`config.mk`:
```
export PLATFORM = sky130hd
export DESIGN_NAME = late_inc_adder
export DESIGN_NICKNAME = d
export VERILOG_FILES = /design/src/rtl/late_inc_pkg.sv /design/src/rtl/late_inc_bit_cells.sv /design/src/rtl/late_inc_prefix_tree.sv /design/src/rtl/late_inc_late_row.sv /design/src/rtl/late_inc_adder.sv
export SDC_FILE = /design/constraint.sdc
export NUM_CORES = 1
export LEC_CHECK = 0
export ABC_AREA = 1
export BUFFER_PORTS_ARGS = -buffer_cell sky130_fd_sc_hd__buf_2
export CORE_MARGIN = 4
export CORE_UTILIZATION = 40
export DETAILED_ROUTE_END_ITERATION = 12
export HOLD_SLACK_MARGIN = 0.03
export SYNTH_ARGS = -nofsm -noshare
export SYNTH_HDL_FRONTEND = slang
export SYNTH_HIERARCHICAL = 1
export SYNTH_SLANG_ARGS = --single-unit
```
`constraint.sdc`:
```
create_clock -name clk_i -period 0.8 [get_ports clk_i]
set_clock_uncertainty 0.15 [all_clocks]
set_input_delay 0.12 -clock clk_i [delete_from_list [all_inputs] [get_ports clk_i]]
set_output_delay 0.12 -clock clk_i [all_outputs]
set_load 0.05 [all_outputs]
```
`src/rtl/late_inc_pkg.sv`:
```
package late_inc_pkg;
  typedef enum logic [1:0] {
    MODE_ADD = 2'b00,
    MODE_MOD = 2'b01,
    MODE_ABS = 2'b10,
    MODE_RSV = 2'b11
  } mode_e;
endpackage

```
`src/rtl/late_inc_bit_cells.sv`:
```
module late_inc_bit_cells #(
  parameter int W = 16
) (
  input  logic [W-1:0] a_i,
  input  logic [W-1:0] b_i,
  input  logic         invert_b_i,
  output logic [W-1:0] gen_o,
  output logic [W-1:0] nkill_o,
  output logic [W-1:0] prop_o
);
  logic [W-1:0] b_eff;

  assign b_eff   = invert_b_i ? ~b_i : b_i;
  assign gen_o   = a_i & b_eff;
  assign nkill_o = a_i | b_eff;
  assign prop_o  = a_i ^ b_eff;
endmodule

```
`src/rtl/late_inc_prefix_tree.sv`:
```
module late_inc_prefix_tree #(
  parameter int W = 16
) (
  input  logic [W-1:0] gen_i,
  input  logic [W-1:0] nkill_i,
  output logic [W-1:0] grp_g_o,
  output logic [W-1:0] grp_k_o
);
  localparam int LVL = (W > 1) ? $clog2(W) : 1;

  logic [LVL:0][W-1:0] g_lv;
  logic [LVL:0][W-1:0] k_lv;

  assign g_lv[0] = gen_i;
  assign k_lv[0] = nkill_i;

  // radix-2 tree with unit lateral fan-out per level
  for (genvar l = 0; l < LVL; l++) begin : g_lvl
    localparam int D = 1 << l;
    for (genvar i = 0; i < W; i++) begin : g_bit
      if (i >= D) begin : g_cell
        assign g_lv[l+1][i] = g_lv[l][i] | (k_lv[l][i] & g_lv[l][i-D]);
        assign k_lv[l+1][i] = k_lv[l][i] & k_lv[l][i-D];
      end else begin : g_pass
        assign g_lv[l+1][i] = g_lv[l][i];
        assign k_lv[l+1][i] = k_lv[l][i];
      end
    end
  end

  assign grp_g_o = g_lv[LVL];
  assign grp_k_o = k_lv[LVL];
endmodule

```
`src/rtl/late_inc_late_row.sv`:
```
module late_inc_late_row #(
  parameter int W = 16
) (
  input  logic [W-1:0] prop_i,
  input  logic [W-1:0] grp_g_i,
  input  logic [W-1:0] grp_k_i,
  input  logic         inc_i,
  input  logic         invert_i,
  output logic [W-1:0] sum_o,
  output logic         carry_o
);
  logic [W:0] late_c;

  // no group below bit 0: its late carry is the increment itself
  assign late_c[0] = inc_i;
  for (genvar i = 1; i <= W; i++) begin : g_lc
    assign late_c[i] = grp_g_i[i-1] | (inc_i & grp_k_i[i-1]);
  end

  assign sum_o   = (prop_i ^ late_c[W-1:0]) ^ {W{invert_i}};
  assign carry_o = late_c[W];
endmodule

```
`src/rtl/late_inc_adder.sv`:
```
module late_inc_adder
  import late_inc_pkg::*;
#(
  parameter int W = 16
) (
  input  logic         clk_i,
  input  logic         rst_ni,
  input  logic [W-1:0] a_i,
  input  logic [W-1:0] b_i,
  input  logic         inc_i,
  input  logic [1:0]   mode_i,
  output logic [W-1:0] sum_o,
  output logic         flag_o
);
  mode_e        mode;
  logic         is_mod, is_abs;
  logic [W-1:0] gen, nkill, prop, grp_g, grp_k, sum_d;
  logic         cout, inc_eff, invert, late_carry, flag_d;

  assign mode   = mode_e'(mode_i);
  assign is_mod = (mode == MODE_MOD);
  assign is_abs = (mode == MODE_ABS);

  late_inc_bit_cells #(.W(W)) u_cells (
    .a_i        (a_i),
    .b_i        (b_i),
    .invert_b_i (is_abs),
    .gen_o      (gen),
    .nkill_o    (nkill),
    .prop_o     (prop)
  );

  late_inc_prefix_tree #(.W(W)) u_tree (
    .gen_i   (gen),
    .nkill_i (nkill),
    .grp_g_o (grp_g),
    .grp_k_o (grp_k)
  );

  assign cout    = grp_g[W-1];
  // end-around and difference both recycle the tree carry-out as the +1
  assign inc_eff = (is_mod || is_abs) ? cout : inc_i;
  assign invert  = is_abs & ~cout;

  late_inc_late_row #(.W(W)) u_row (
    .prop_i   (prop),
    .grp_g_i  (grp_g),
    .grp_k_i  (grp_k),
    .inc_i    (inc_eff),
    .invert_i (invert),
    .sum_o    (sum_d),
    .carry_o  (late_carry)
  );

  assign flag_d = is_abs ? ~cout : late_carry;

  always_ff @(posedge clk_i or negedge rst_ni) begin
    if (!rst_ni) begin
      sum_o  <= '0;
      flag_o <= 1'b0;
    end else begin
      sum_o  <= sum_d;
      flag_o <= flag_d;
    end
  end
endmodule

```
=== Word level (Yosys, flattened, before mapping) ===
Cells that the tools add are included.

* Bits in registers: 17
* Bits of input ports: 37
* Output and inout port bits: 17
* Word-level logic and storage cells: 195

* Equality and inequality tests: 2
* Mux-type cells: 3
* Bitwise operators: 187
* Reduce and logical (&&, ||, !) cells: 1

{| class="wikitable"
|+ Operator list
! operator !! count
|-
| bitwise AND 1 bit || 115
|-
| OR 1 bit || 65
|-
| bitwise XOR 16 bit || 3
|-
| bitwise AND 16 bit || 1
|-
| two-way mux 16 bit || 1
|-
| inverter 16 bit || 1
|-
| OR 16 bit || 1
|-
| equality test 2 x 1 -> 1 bit, second input constant || 1
|-
| equality test 2 bit, second input constant || 1
|-
| two-way mux 1 bit || 2
|-
| logical OR 1 bit || 1
|-
| inverter 1 bit || 1
|}

=== Logic depth before layout (Yosys ltp) ===
Gate-level depths: netlist of run 1.

* Depth after elaboration: 16
* Mapped depth: 28
* Mapped depth without buffers: 24

=== Hierarchy ===
The synthesis of run 1 kept the hierarchy.

{| class="wikitable"
|+ Modules (own cells, without submodules)
! module !! times used !! cells each !! area an instance (um2) !! sequential area each (um2)
|-
| late_inc_bit_cells || 1 || 184 || 1,049.8 || 0.0
|-
| late_inc_late_row || 1 || 188 || 873.3 || 0.0
|-
| late_inc_prefix_tree || 1 || 169 || 732.0 || 0.0
|-
| late_inc_adder || 1 || 29 || 479.2 || 425.4
|}

=== Worst setup path after synthesis of run 1 ===
No wires, ideal clock.

* Kind: in2reg
* From: input port mode_i[0]
* To: register sum_o[10]
* Arrival: 2.205 ns
* Data required time: 0.537 ns
* Slack: -1.668 ns
* Cell stages on the path: 27
* Buffers on the path: 4
* Cells stage by stage: inv_1 > ha_1 > buf_6 > buf_4 > nand2_1 > nand2_1 > ha_1 > inv_1 > nand2_2 > inv_1 > nand2_1 > nand2_2 > nand2_1 > nand2_2 > nand2_1 > nand2_1 > inv_1 > nand2_1 > inv_1 > buf_6 > inv_8 > buf_12 > nand2_4 > nand2_2 > nand2_1 > nand2_1 > inv_1

* Elaborated cells between the ends (all ways): 68
* Those cells by class: eq/ne: 2; mux: 2; bitwise: 63; reduce/logical: 1

{| class="wikitable"
|+ RTL lines
! what !! line !! text
|-
| start, declared || late_inc_adder.sv:11 || <nowiki>input logic [1:0] mode_i,</nowiki>
|-
| equality test 2 bit || late_inc_adder.sv:22 || <nowiki>assign is_abs = (mode == MODE_ABS);</nowiki>
|-
| net is_abs || late_inc_adder.sv:16 || <nowiki>logic is_mod, is_abs;</nowiki>
|-
| two-way mux 16 bit || late_inc_bit_cells.sv:13 || <nowiki>assign b_eff = invert_b_i ? ~b_i : b_i;</nowiki>
|-
| OR 16 bit || late_inc_bit_cells.sv:15 || <nowiki>assign nkill_o = a_i | b_eff;</nowiki>
|-
| net nkill[2] || late_inc_adder.sv:17 || <nowiki>logic [W-1:0] gen, nkill, prop, grp_g, grp_k, sum_d;</nowiki>
|-
| bitwise AND 1 bit || late_inc_prefix_tree.sv:23 || <nowiki>assign k_lv[l+1][i] = k_lv[l][i] & k_lv[l][i-D];</nowiki>
|-
| bitwise AND 1 bit || late_inc_prefix_tree.sv:22 || <nowiki>assign g_lv[l+1][i] = g_lv[l][i] | (k_lv[l][i] & g_lv[l][i-D]);</nowiki>
|-
| OR 1 bit || late_inc_prefix_tree.sv:22 ||
|-
| net grp_g[3] || late_inc_adder.sv:17 ||
|-
| (+2 left out) || -- ||
|-
| net grp_g[7] || late_inc_adder.sv:17 ||
|-
| bitwise AND 1 bit || late_inc_prefix_tree.sv:22 ||
|-
| OR 1 bit || late_inc_prefix_tree.sv:22 ||
|-
| net grp_g[15] || late_inc_adder.sv:17 ||
|-
| inverter 1 bit || late_inc_adder.sv:43 || <nowiki>assign invert = is_abs & ~cout;</nowiki>
|-
| bitwise AND 1 bit || late_inc_adder.sv:43 ||
|-
| net invert || late_inc_adder.sv:18 || <nowiki>logic cout, inc_eff, invert, late_carry, flag_d;</nowiki>
|-
| bitwise XOR 16 bit || late_inc_late_row.sv:20 || <nowiki>assign sum_o = (prop_i ^ late_c[W-1:0]) ^ {W{invert_i}};</nowiki>
|-
| net sum_d[10] || late_inc_adder.sv:17 ||
|-
| end signal, assigned || late_inc_adder.sv:62 || <nowiki>sum_o <= sum_d;</nowiki>
|-
| end, declared || late_inc_adder.sv:12 || <nowiki>output logic [W-1:0] sum_o,</nowiki>
|}

The timed path passes the listed nets, and every way through them passes these cells.

=== Worst setup path in the final report of run 1 ===
* From: input port mode_i[0]
* To: register sum_o[6]

* Elaborated cells between the ends (all ways): 62
* Those cells by class: eq/ne: 2; mux: 2; bitwise: 57; reduce/logical: 1

{| class="wikitable"
|+ RTL lines
! what !! line
|-
| equality test 2 bit (*) || late_inc_adder.sv:22
|-
| net is_abs || late_inc_adder.sv:16
|-
| two-way mux 16 bit (*) || late_inc_bit_cells.sv:13
|-
| OR 16 bit (*) || late_inc_bit_cells.sv:15
|-
| net nkill[7] || late_inc_adder.sv:17
|-
| bitwise AND 1 bit, on equally long branches || late_inc_prefix_tree.sv:22, late_inc_prefix_tree.sv:23
|-
| OR 1 bit (tied with other cells) || late_inc_prefix_tree.sv:22
|-
| OR 1 bit or bitwise AND 1 bit (tied branches) || late_inc_prefix_tree.sv:22
|-
| (+1 left out) || --
|-
| net grp_g[7] || late_inc_adder.sv:17
|-
| bitwise AND 1 bit (*) || late_inc_prefix_tree.sv:22
|-
| OR 1 bit (*) || late_inc_prefix_tree.sv:22
|-
| net grp_g[15] || late_inc_adder.sv:17
|-
| inverter 1 bit (*) || late_inc_adder.sv:43
|-
| bitwise AND 1 bit (*) || late_inc_adder.sv:43
|-
| net invert || late_inc_adder.sv:18
|-
| bitwise XOR 16 bit (*) || late_inc_late_row.sv:20
|-
| net sum_d[6] || late_inc_adder.sv:17
|}

The timed path passes the listed nets; every way through them passes the cells marked *.

==> results_dict.tcl, run 1 <==
set metrics [dict create \
    synth_top_cell_area_share_pct 31.0 \
    synth-edff-count 0 \
    drive_gt1_share_pct 43.5 \
    clockBufferDepth 2 \
    place.gp.congestion 0.862 \
    rsz0062_at_grt "true" \
    p_leak_uw 0.00295 \
    grt_pass1_wl_um 13500 \
    antenna_found_initial 0 \
    cts_tree "yes" \
    netlist_area_sq_um 3130 \
    port_buffers 53 \
    start_kind "primary input" \
    worstPathRequired_ps 790 \
    place_hpwl_um 5890 \
    synth_area_leaders "nand2_1, inv_1, dfrtp_1, ha_1, nand2_4" \
    cts_buffers 3 \
    path_cells "buf_8 -> inv_8 -> ha_4 -> buf_12 -> buf_16 -> nand2_1 -> nand2_1 -> ha_1 -> inv_2 -> nand2_4 -> inv_4 -> a21oi_4 -> nand2_4 -> nand2_2 -> nand2_2 -> inv_2 -> nand2_4 -> inv_8 -> buf_12 -> clkinv_16 -> nand2_8 -> nand3_2 -> nand2_2 -> inv_1" \
    dieArea_sq_um 9320 \
    grt.total_usage_pct 18.1 \
    die_h_um 96.5 \
    syn_avg_cell_area_sq_um 5.50 \
    path_class "primary input to flop" \
    outcome "finished with violations" \
    drc_errors 0 \
    path_max_fanout 8 \
    cp_slowest_cell "ha_4" \
    cts.sinks 17 \
    yosysSeqAreaShare_pct 13.6 \
    routedWlPerCell_um 10.4 \
    ir_drop_mv 0.537 \
    initial_utilization_pct 40.8 \
    syn_inst 570 \
    regArea_sq_um 445 \
    async_flop_share_pct 100 \
    period_needed_ps 2260 \
    utilization_pct 61.1 \
    first_iter_violations 91 \
    grt_max_degree 19 \
    areaGrowthSynthToFinish_pct 49.8 \
    max-cap-violations 0 \
    ios 54 \
    worstPathArrival_ps 2250 \
    first_pass_iters 4 \
    worst_hold_slack_ps 141 \
    multi_input_area_sq_um 2290 \
    synth_most_common_cell "nand2_1" \
    ys_warn_count 6 \
    layout.nets 758 \
    maxSlewHeadroom_pct 85.5 \
    cp_slowest_stage_delay_ps 190 \
    layout_worst_path_cycle_share_pct 283 \
    finalWorstSetupSlack_ps -1460 \
    finalHoldViolations 0 \
    fmax_ghz 0.442 \
    end_kind "flop" \
    yosysUniqueCellTypes 22 \
    vias_per_cell 4.17 \
    die-width_um 96.5 \
    grt_pass1_vias 3093 \
    tightest_slew_ps 217 \
    finalSetupViolations 34 \
    violations "setup timing" \
    grt-ovfl-total 0 \
    yosys.area.top_type "nand2_1" \
    clockRootBuffer "clkbuf_8" \
    fill_cells 724 \
    synth_fp_nets 640 \
    cts.htree.levels 1 \
    pre_cts_ws_ps -1780 \
    std_cell_rows 32 \
    report.final.slew_viol_count 0 \
    antenna_cells 0 \
    ys.flop_type "dfrtp_1" \
    drtAntennaViolNets 0 \
    ys_ff_latch 17 \
    yosys-top-cells-count "nand2_1, inv_1, ha_1, nand2_2, nor2_1" \
    fp.coreArea_sq_um 7690 \
    power_density_nw_per_um2 1370 \
    worstHoldPathType "primary input to asynchronous set/reset pin" \
    cts.clk_slew.worst_paths_ps 60 \
    via_count 3293 \
    wl_um 8240 \
]
## critical path: cells and delay by family
family | cells | cell delay (ps)
buffers and inverters | 11 | 910
adder cells (fa/ha/maj) | 2 | 340
AO/OA/AOI/OAI | 1 | 160
AND/OR/NAND/NOR | 10 | 700
## power breakdown
group | internal (uW) | switching (uW)
registers | 1120 | 94.1
logic | 1880 | 2760
clock network | 352 | 242
## what timing repair did
item / 4_1_cts / 5_1_grt
setup buffers: 9 / 11
gates cloned: 7 / 1
hold endpoints to repair: 17 / 0
pin swaps: 32 / 38
endpoints found under the setup margin: 34 / 51
gates resized for setup: 89 / 80
hold buffers: 1 / 0
## placed cells by master, fill, tap and decap left out, drive strengths merged
| cell | instances |
|---|---|
| a21o | 1 |
| nand4 | 1 |
| inv | 159 |
| xnor2 | 1 |
| clkinv | 1 |
| xor2 | 1 |
| nor2 | 24 |
| ha | 33 |
| nand2 | 291 |
| buf | 121 |
| clkbuf | 6 |
| dfrtp | 17 |
| nor3 | 3 |
| a21oi | 10 |
| dlygate4sd3 | 1 |
| nand3 | 17 |
## state kept, by name, indices dropped and copies added, names as in the netlist
register and count:
flag_o 1, sum_o 16
## kinds of logic after synthesis
logic type	Yosys count	share of synthesized area (%)
xor gates and xnor gates	2	0.559
adders and majority gates	33	13.2
and+or+nand+nor	336	46.6
AOI/OAI and AO/OA	11	1.84
DFF	17	13.6
buffers and inverters	171	24.3
## metrics by stage
stage                     instance area (sq um)  instances  setup TNS, ps  power, uW
after CTS                                  4350        778         -28460       6110
final                                      4690        789         -28320       6440
after global placement                     3810        757         -29160       4800
after floorplan                            3190        570         -25110       3880
after detailed placement                   3810        757         -30010       4850
after global routing                       4690        789         -30940       7000
## metal layers
| metal | routed length, um | up-vias | global-route usage, % |
|---|---|---|---|
| met5 | 0 | - | 0 |
| li1 | - | 1831 | - |
| met3 | 272 | 8 | 0.852 |
| met4 | 116 | 0 | 3.97 |
| met1 | 3840 | 1405 | 23.7 |
| met2 | 4010 | 49 | 32.6 |
## worst max path at each step
stage | start | endpoint | slack (ps) | cells after the start
after floorplan | mode_i[0] | sum_o[10] | -1530 | 27
after global placement | mode_i[0] | sum_o[15] | -1720 | 26
after detailed placement | mode_i[0] | sum_o[15] | -1780 | 26
after CTS | mode_i[0] | sum_o[4] | -1440 | 27
after global routing | mode_i[0] | sum_o[7] | -1580 | 24
final | mode_i[0] | sum_o[6] | -1460 | 24
## layout make-up
cell class                 count  share of cell area [%]
tap                          102                    2.72
inverter                     157                    13.5
multi-input combinational    382                    48.8
timing repair buffer         124                    23.5
clock buffer                   4                   0.959
timing repair inverter         3                    1.07
sequential                    17                    9.49
No activity file was read; power rests on OpenSTA's default activity.
==> inputs of run 2 (changes only) <==
- TNS_END_PERCENT: not set -> 50
- clock period: 0.8 -> 2.4 ns (I/O delays scaled with it)
==> results_dict.tcl, run 2 (synthesized netlist as in run 1, its figures left out) <==
set metrics [dict create \
    outcome "finished with violations" \
    violations "setup timing" \
    wl_um 8260 \
    grt_max_degree 33 \
    max-cap-violations 0 \
    cts_buffers 3 \
    cp_slowest_cell "ha_4" \
    p_comb_share_pct 72.0 \
    die_h_um 96.5 \
    worstPathRequired_ps 2390 \
    drtAntennaViolNets 0 \
    pwr-share-seq_pct 18.3 \
    first_iter_violations 163 \
    grt_pass1_wl_um 12300 \
    grt-ovfl-total 0 \
    worst_hold_slack_ps 411 \
    via_count 3300 \
    placed_cells 750 \
    p_leak_uw 0.00288 \
    grt_pass1_vias 2852 \
    largest_reg_flops 16 \
    antenna_found_initial 0 \
    cts.clk_slew.worst_paths_ps 60 \
    initial_utilization_pct 40.8 \
    layout_commonest_cell "nand2_1" \
    first_pass_iters 4 \
    p_total_uw 2040 \
    die-width_um 96.5 \
    areaGrowthSynthToFinish_pct 43.6 \
    path_cells "buf_8 -> clkinv_8 -> ha_4 -> buf_8 -> clkinv_8 -> nand2_4 -> nand2_2 -> ha_4 -> nand2_2 -> nand2_2 -> a21oi_4 -> nand2_4 -> nand2_2 -> nand2_2 -> buf_6 -> nand2_4 -> nand2_8 -> clkbuf_16 -> nand2_4 -> nand2_4 -> inv_2 -> nand2_1 -> nand2_1 -> inv_1" \
    end_kind "flop" \
    fp.coreArea_sq_um 7690 \
    report.final.slew_viol_count 0 \
    place.gp.congestion 0.852 \
    layout_worst_path_cycle_share_pct 106 \
    internal-power_uw 1010 \
    pwr-share-clk_pct 9.7 \
    clockBufferDepth 2 \
    routedWlPerCell_um 10.6 \
    stdcell_count 777 \
    layout.nets 746 \
    ir_drop_mv 0.182 \
    worstHoldPathType "primary input to asynchronous set/reset pin" \
    power_density_nw_per_um2 454 \
    fmax_ghz 0.392 \
    grt.total_usage_pct 16.4 \
    reg_top3 "sum_o (16), flag_o (1)" \
    place_hpwl_um 6000 \
    cts.sinks 17 \
    rsz0062_at_grt "true" \
    vias_per_cell 4.25 \
    maxSlewHeadroom_pct 76.4 \
    dieArea_sq_um 9320 \
    finalSetupViolations 17 \
    p_switching_uw 1030 \
    drc_errors 0 \
    port_buffers 53 \
    switching_share_pct 50.3 \
    path_max_fanout 8 \
    path_class "primary input to flop" \
    finalWorstSetupSlack_ps -151 \
    cts_tree "yes" \
    layout_common_cells "nand2_1, inv_1, nand2_2" \
    clockRootBuffer "clkbuf_8" \
    cp_slowest_stage_delay_ps 250 \
    tightest_slew_ps 353 \
    finalHoldViolations 0 \
    period_needed_ps 2550 \
    start_kind "primary input" \
    cts.htree.levels 1 \
    std_cell_rows 32 \
    antenna_cells 0 \
    drive_gt1_share_pct 40.3 \
    ios 54 \
    worstPathArrival_ps 2540 \
    regMostFlops "sum_o" \
]
## run 2: final timing paths
path | from | end | slack (ps) | cells after the start
hold / removal | rst_ni | sum_o[2] | 410 | 2
max in group asynchronous | rst_ni | sum_o[12] | 1430 | 2
setup / recovery | mode_i[0] | sum_o[14] | -150 | 24
min in group clk_i | a_i[0] | sum_o[0] | 550 | 6
## run 2: stage by stage
stage                     instance area [sq um]  setup TNS [ps]  setup slack [ps]  utilization [%]
after detailed placement                   3740           -6830              -429             48.6
after global routing                       4500           -4300              -273             58.5
after CTS                                  3960           -2030              -137             51.5
after global placement                     3740           -5830              -372             48.6
final                                      4500           -2220              -151             58.5
after floorplan                            3170           -1960              -172                -
## run 2: layout make-up
| cell class | instances | area, sq um |
|---|---|---|
| timing repair buffer | 111 | 872 |
| fill | 778 | 3190 |
| sequential | 17 | 425 |
| inverter | 157 | 636 |
| multi-input combinational | 382 | 2330 |
| timing repair inverter | 4 | 68.8 |
| clock buffer | 4 | 45.0 |
| tap | 102 | 128 |
## run 2: power by group through the flow
stage,sequential [uW],combinational (uW),clock (uW)
3_3_place_gp,381,1190,0
6_report,374,1470,199
4_1_cts,375,1270,210
3_5_place_dp,381,1210,0
2_1_floorplan,660,616,0
5_1_grt,383,1620,224
## run 2: routing by layer
metal	global-route usage, %	wire length [um]
met1	23.4	3900
met2	27.6	3990
met3	0.775	238
met4	3.27	140
met5	0	0
## run 2: critical path, delay by kind of cell
kind	cells	cell delay [ps]
buffers and inverters	8	750
adder cells (fa/ha/maj)	2	410
AO/OA/AOI/OAI	1	170
AND/OR/NAND/NOR	13	810
## run 2: timing repair
| item | in CTS | in global routing |
|---|---|---|
| setup endpoints to repair | 17 | 17 |
| setup buffers | 2 | 11 |
| hold buffers | 1 | 0 |
| gates resized for setup | 18 | 126 |
| cloned | 4 | 7 |
| pin swaps | 1 | 39 |
| hold endpoints to repair | 17 | 0 |
==> inputs of run 3 (changes only) <==
- RECOVER_POWER: not set -> 100
==> results_dict.tcl, run 3 (synthesized netlist as in run 1, its figures left out) <==
set metrics [dict create \
    outcome "finished with violations" \
    violations "setup timing" \
    finalSetupViolations 17 \
    finalWorstSetupSlack_ps -152 \
    layout.nets 746 \
    grt_max_degree 33 \
    die_h_um 96.5 \
    p_leak_uw 0.00283 \
    layout_commonest_cell "nand2_1" \
    grt_pass1_wl_um 12300 \
    fmax_ghz 0.392 \
    tightest_slew_ps 844 \
    path_class "primary input to flop" \
    worst_hold_startpoint "a_i[0]" \
    cts.clk_slew.worst_paths_ps 60 \
    cts.sinks 17 \
    drive_gt1_share_pct 37.6 \
    worstPathArrival_ps 2540 \
    clockRootBuffer "clkbuf_8" \
    worstHoldPathType "primary input to flop" \
    drtAntennaViolNets 0 \
    report.final.slew_viol_count 0 \
    vias_per_cell 4.25 \
    antenna_cells 0 \
    wl_um 8280 \
    layout_worst_path_cycle_share_pct 106 \
    maxSlewHeadroom_pct 43.8 \
    power_density_nw_per_um2 452 \
    layout_common_cells "nand2_1, inv_1, nand2_2" \
    grt_pass1_vias 2852 \
    finalHoldViolations 0 \
    first_pass_iters 4 \
    regMostFlops "sum_o" \
    ios 54 \
    port_buffers 53 \
    rsz0062_at_grt "true" \
    ir_drop_mv 0.184 \
    worstPathRequired_ps 2390 \
    cts.htree.levels 1 \
    place_hpwl_um 6000 \
    fp.coreArea_sq_um 7690 \
    final.setup.tns_ps -2230 \
    max-cap-violations 0 \
    hold_end "sum_o[0]" \
    period_needed_ps 2550 \
    p_total_uw 2020 \
    cts_tree "yes" \
    cts_buffers 3 \
    first_iter_violations 155 \
    clockBufferDepth 2 \
    fill_cells 784 \
    holdPathStages 6 \
    largest_reg_flops 16 \
    initial_utilization_pct 40.8 \
    drc_errors 0 \
    via_count 3300 \
    dieArea_sq_um 9320 \
    place.gp.congestion 0.852 \
    die-width_um 96.5 \
    grt.total_usage_pct 16.4 \
    path_max_fanout 8 \
    antenna_found_initial 0 \
    std_cell_rows 32 \
    start_kind "primary input" \
    grt-ovfl-total 0 \
    reg_top3 "sum_o (16), flag_o (1)" \
    end_kind "flop" \
    areaGrowthSynthToFinish_pct 42.9 \
    routedWlPerCell_um 10.7 \
]
run 3: changes by cell type in the layout (fill, tap and decap cells not counted):
cell / delta
clkbuf_1: +18
buf_2: -18
run 3: report_power, final:
| part | total [uW] | internal, uW | switching [uW] |
|---|---|---|---|
| registers | 377 | 361 | 16.4 |
| logic | 1450 | 515 | 934 |
| clock network | 199 | 117 | 81.9 |
run 3: worst max-delay path by stage:
stage,start,slack [ps],to
6_report,mode_i[0],-150,sum_o[15]
5_1_grt,mode_i[0],-270,sum_o[14]
3_5_place_dp,mode_i[0],-430,sum_o[15]
2_1_floorplan,mode_i[0],-170,sum_o[10]
4_1_cts,mode_i[0],-140,sum_o[15]
3_3_place_gp,mode_i[0],-370,sum_o[2]
run 3: layout make-up:
| class | instances | area (sq um) | share of cell area, % |
|---|---|---|---|
| inverter | 157 | 636 | 14.2 |
| timing repair buffer | 111 | 850 | 19.0 |
| tap | 102 | 128 | 2.85 |
| timing repair inverter | 4 | 68.8 | 1.54 |
| sequential | 17 | 425 | 9.50 |
| multi-input combinational | 382 | 2330 | 51.9 |
| clock buffer | 4 | 45.0 | 1.01 |
run 3: metrics by stage:
step                std cells  instance area (sq um)  worst slack, ps  utilization (%)  hold slack (ps)
floorplan                 570                   3170             -172                -            -85.6
global placement          750                   3740             -372             48.6              143
detailed placement        750                   3740             -429             48.6              144
CTS                       761                   3960             -137             51.5              428
global route              777                   4480             -273             58.3              567
finish                    777                   4480             -152             58.3              547
run 3: per-layer routing:
| metal | routed length (um) | vias up | track usage (%) |
|---|---|---|---|
| li1 | - | 1817 | - |
| met5 | 0 | - | 0 |
| met1 | 3900 | 1410 | 23.4 |
| met4 | 140 | 0 | 3.27 |
| met3 | 261 | 10 | 0.775 |
| met2 | 3980 | 63 | 27.6 |
run 3: worst max-delay path: stages:
cell	delay [ps]
buf_8	100
clkinv_8	30
ha_4	250
buf_8	170
clkinv_8	80
nand2_4	60
nand2_2	60
ha_4	160
nand2_2	50
nand2_2	70
a21oi_4	170
nand2_4	80
nand2_2	60
nand2_2	60
buf_6	120
nand2_4	70
nand2_8	80
clkbuf_16	170
nand2_1	60
nand2_2	60
inv_1	50
nand2_1	40
nand2_1	50
inv_1	30
run 3: timing repair:
action | 4_1_cts | 5_1_grt
buffers inserted | 2 | 11
resized for setup | 18 | 126
pin swaps | 1 | 39
hold buffers | 1 | 0
cloned | 4 | 7
hold endpoints to repair | 17 | 0
endpoints found under the setup margin | 17 | 17
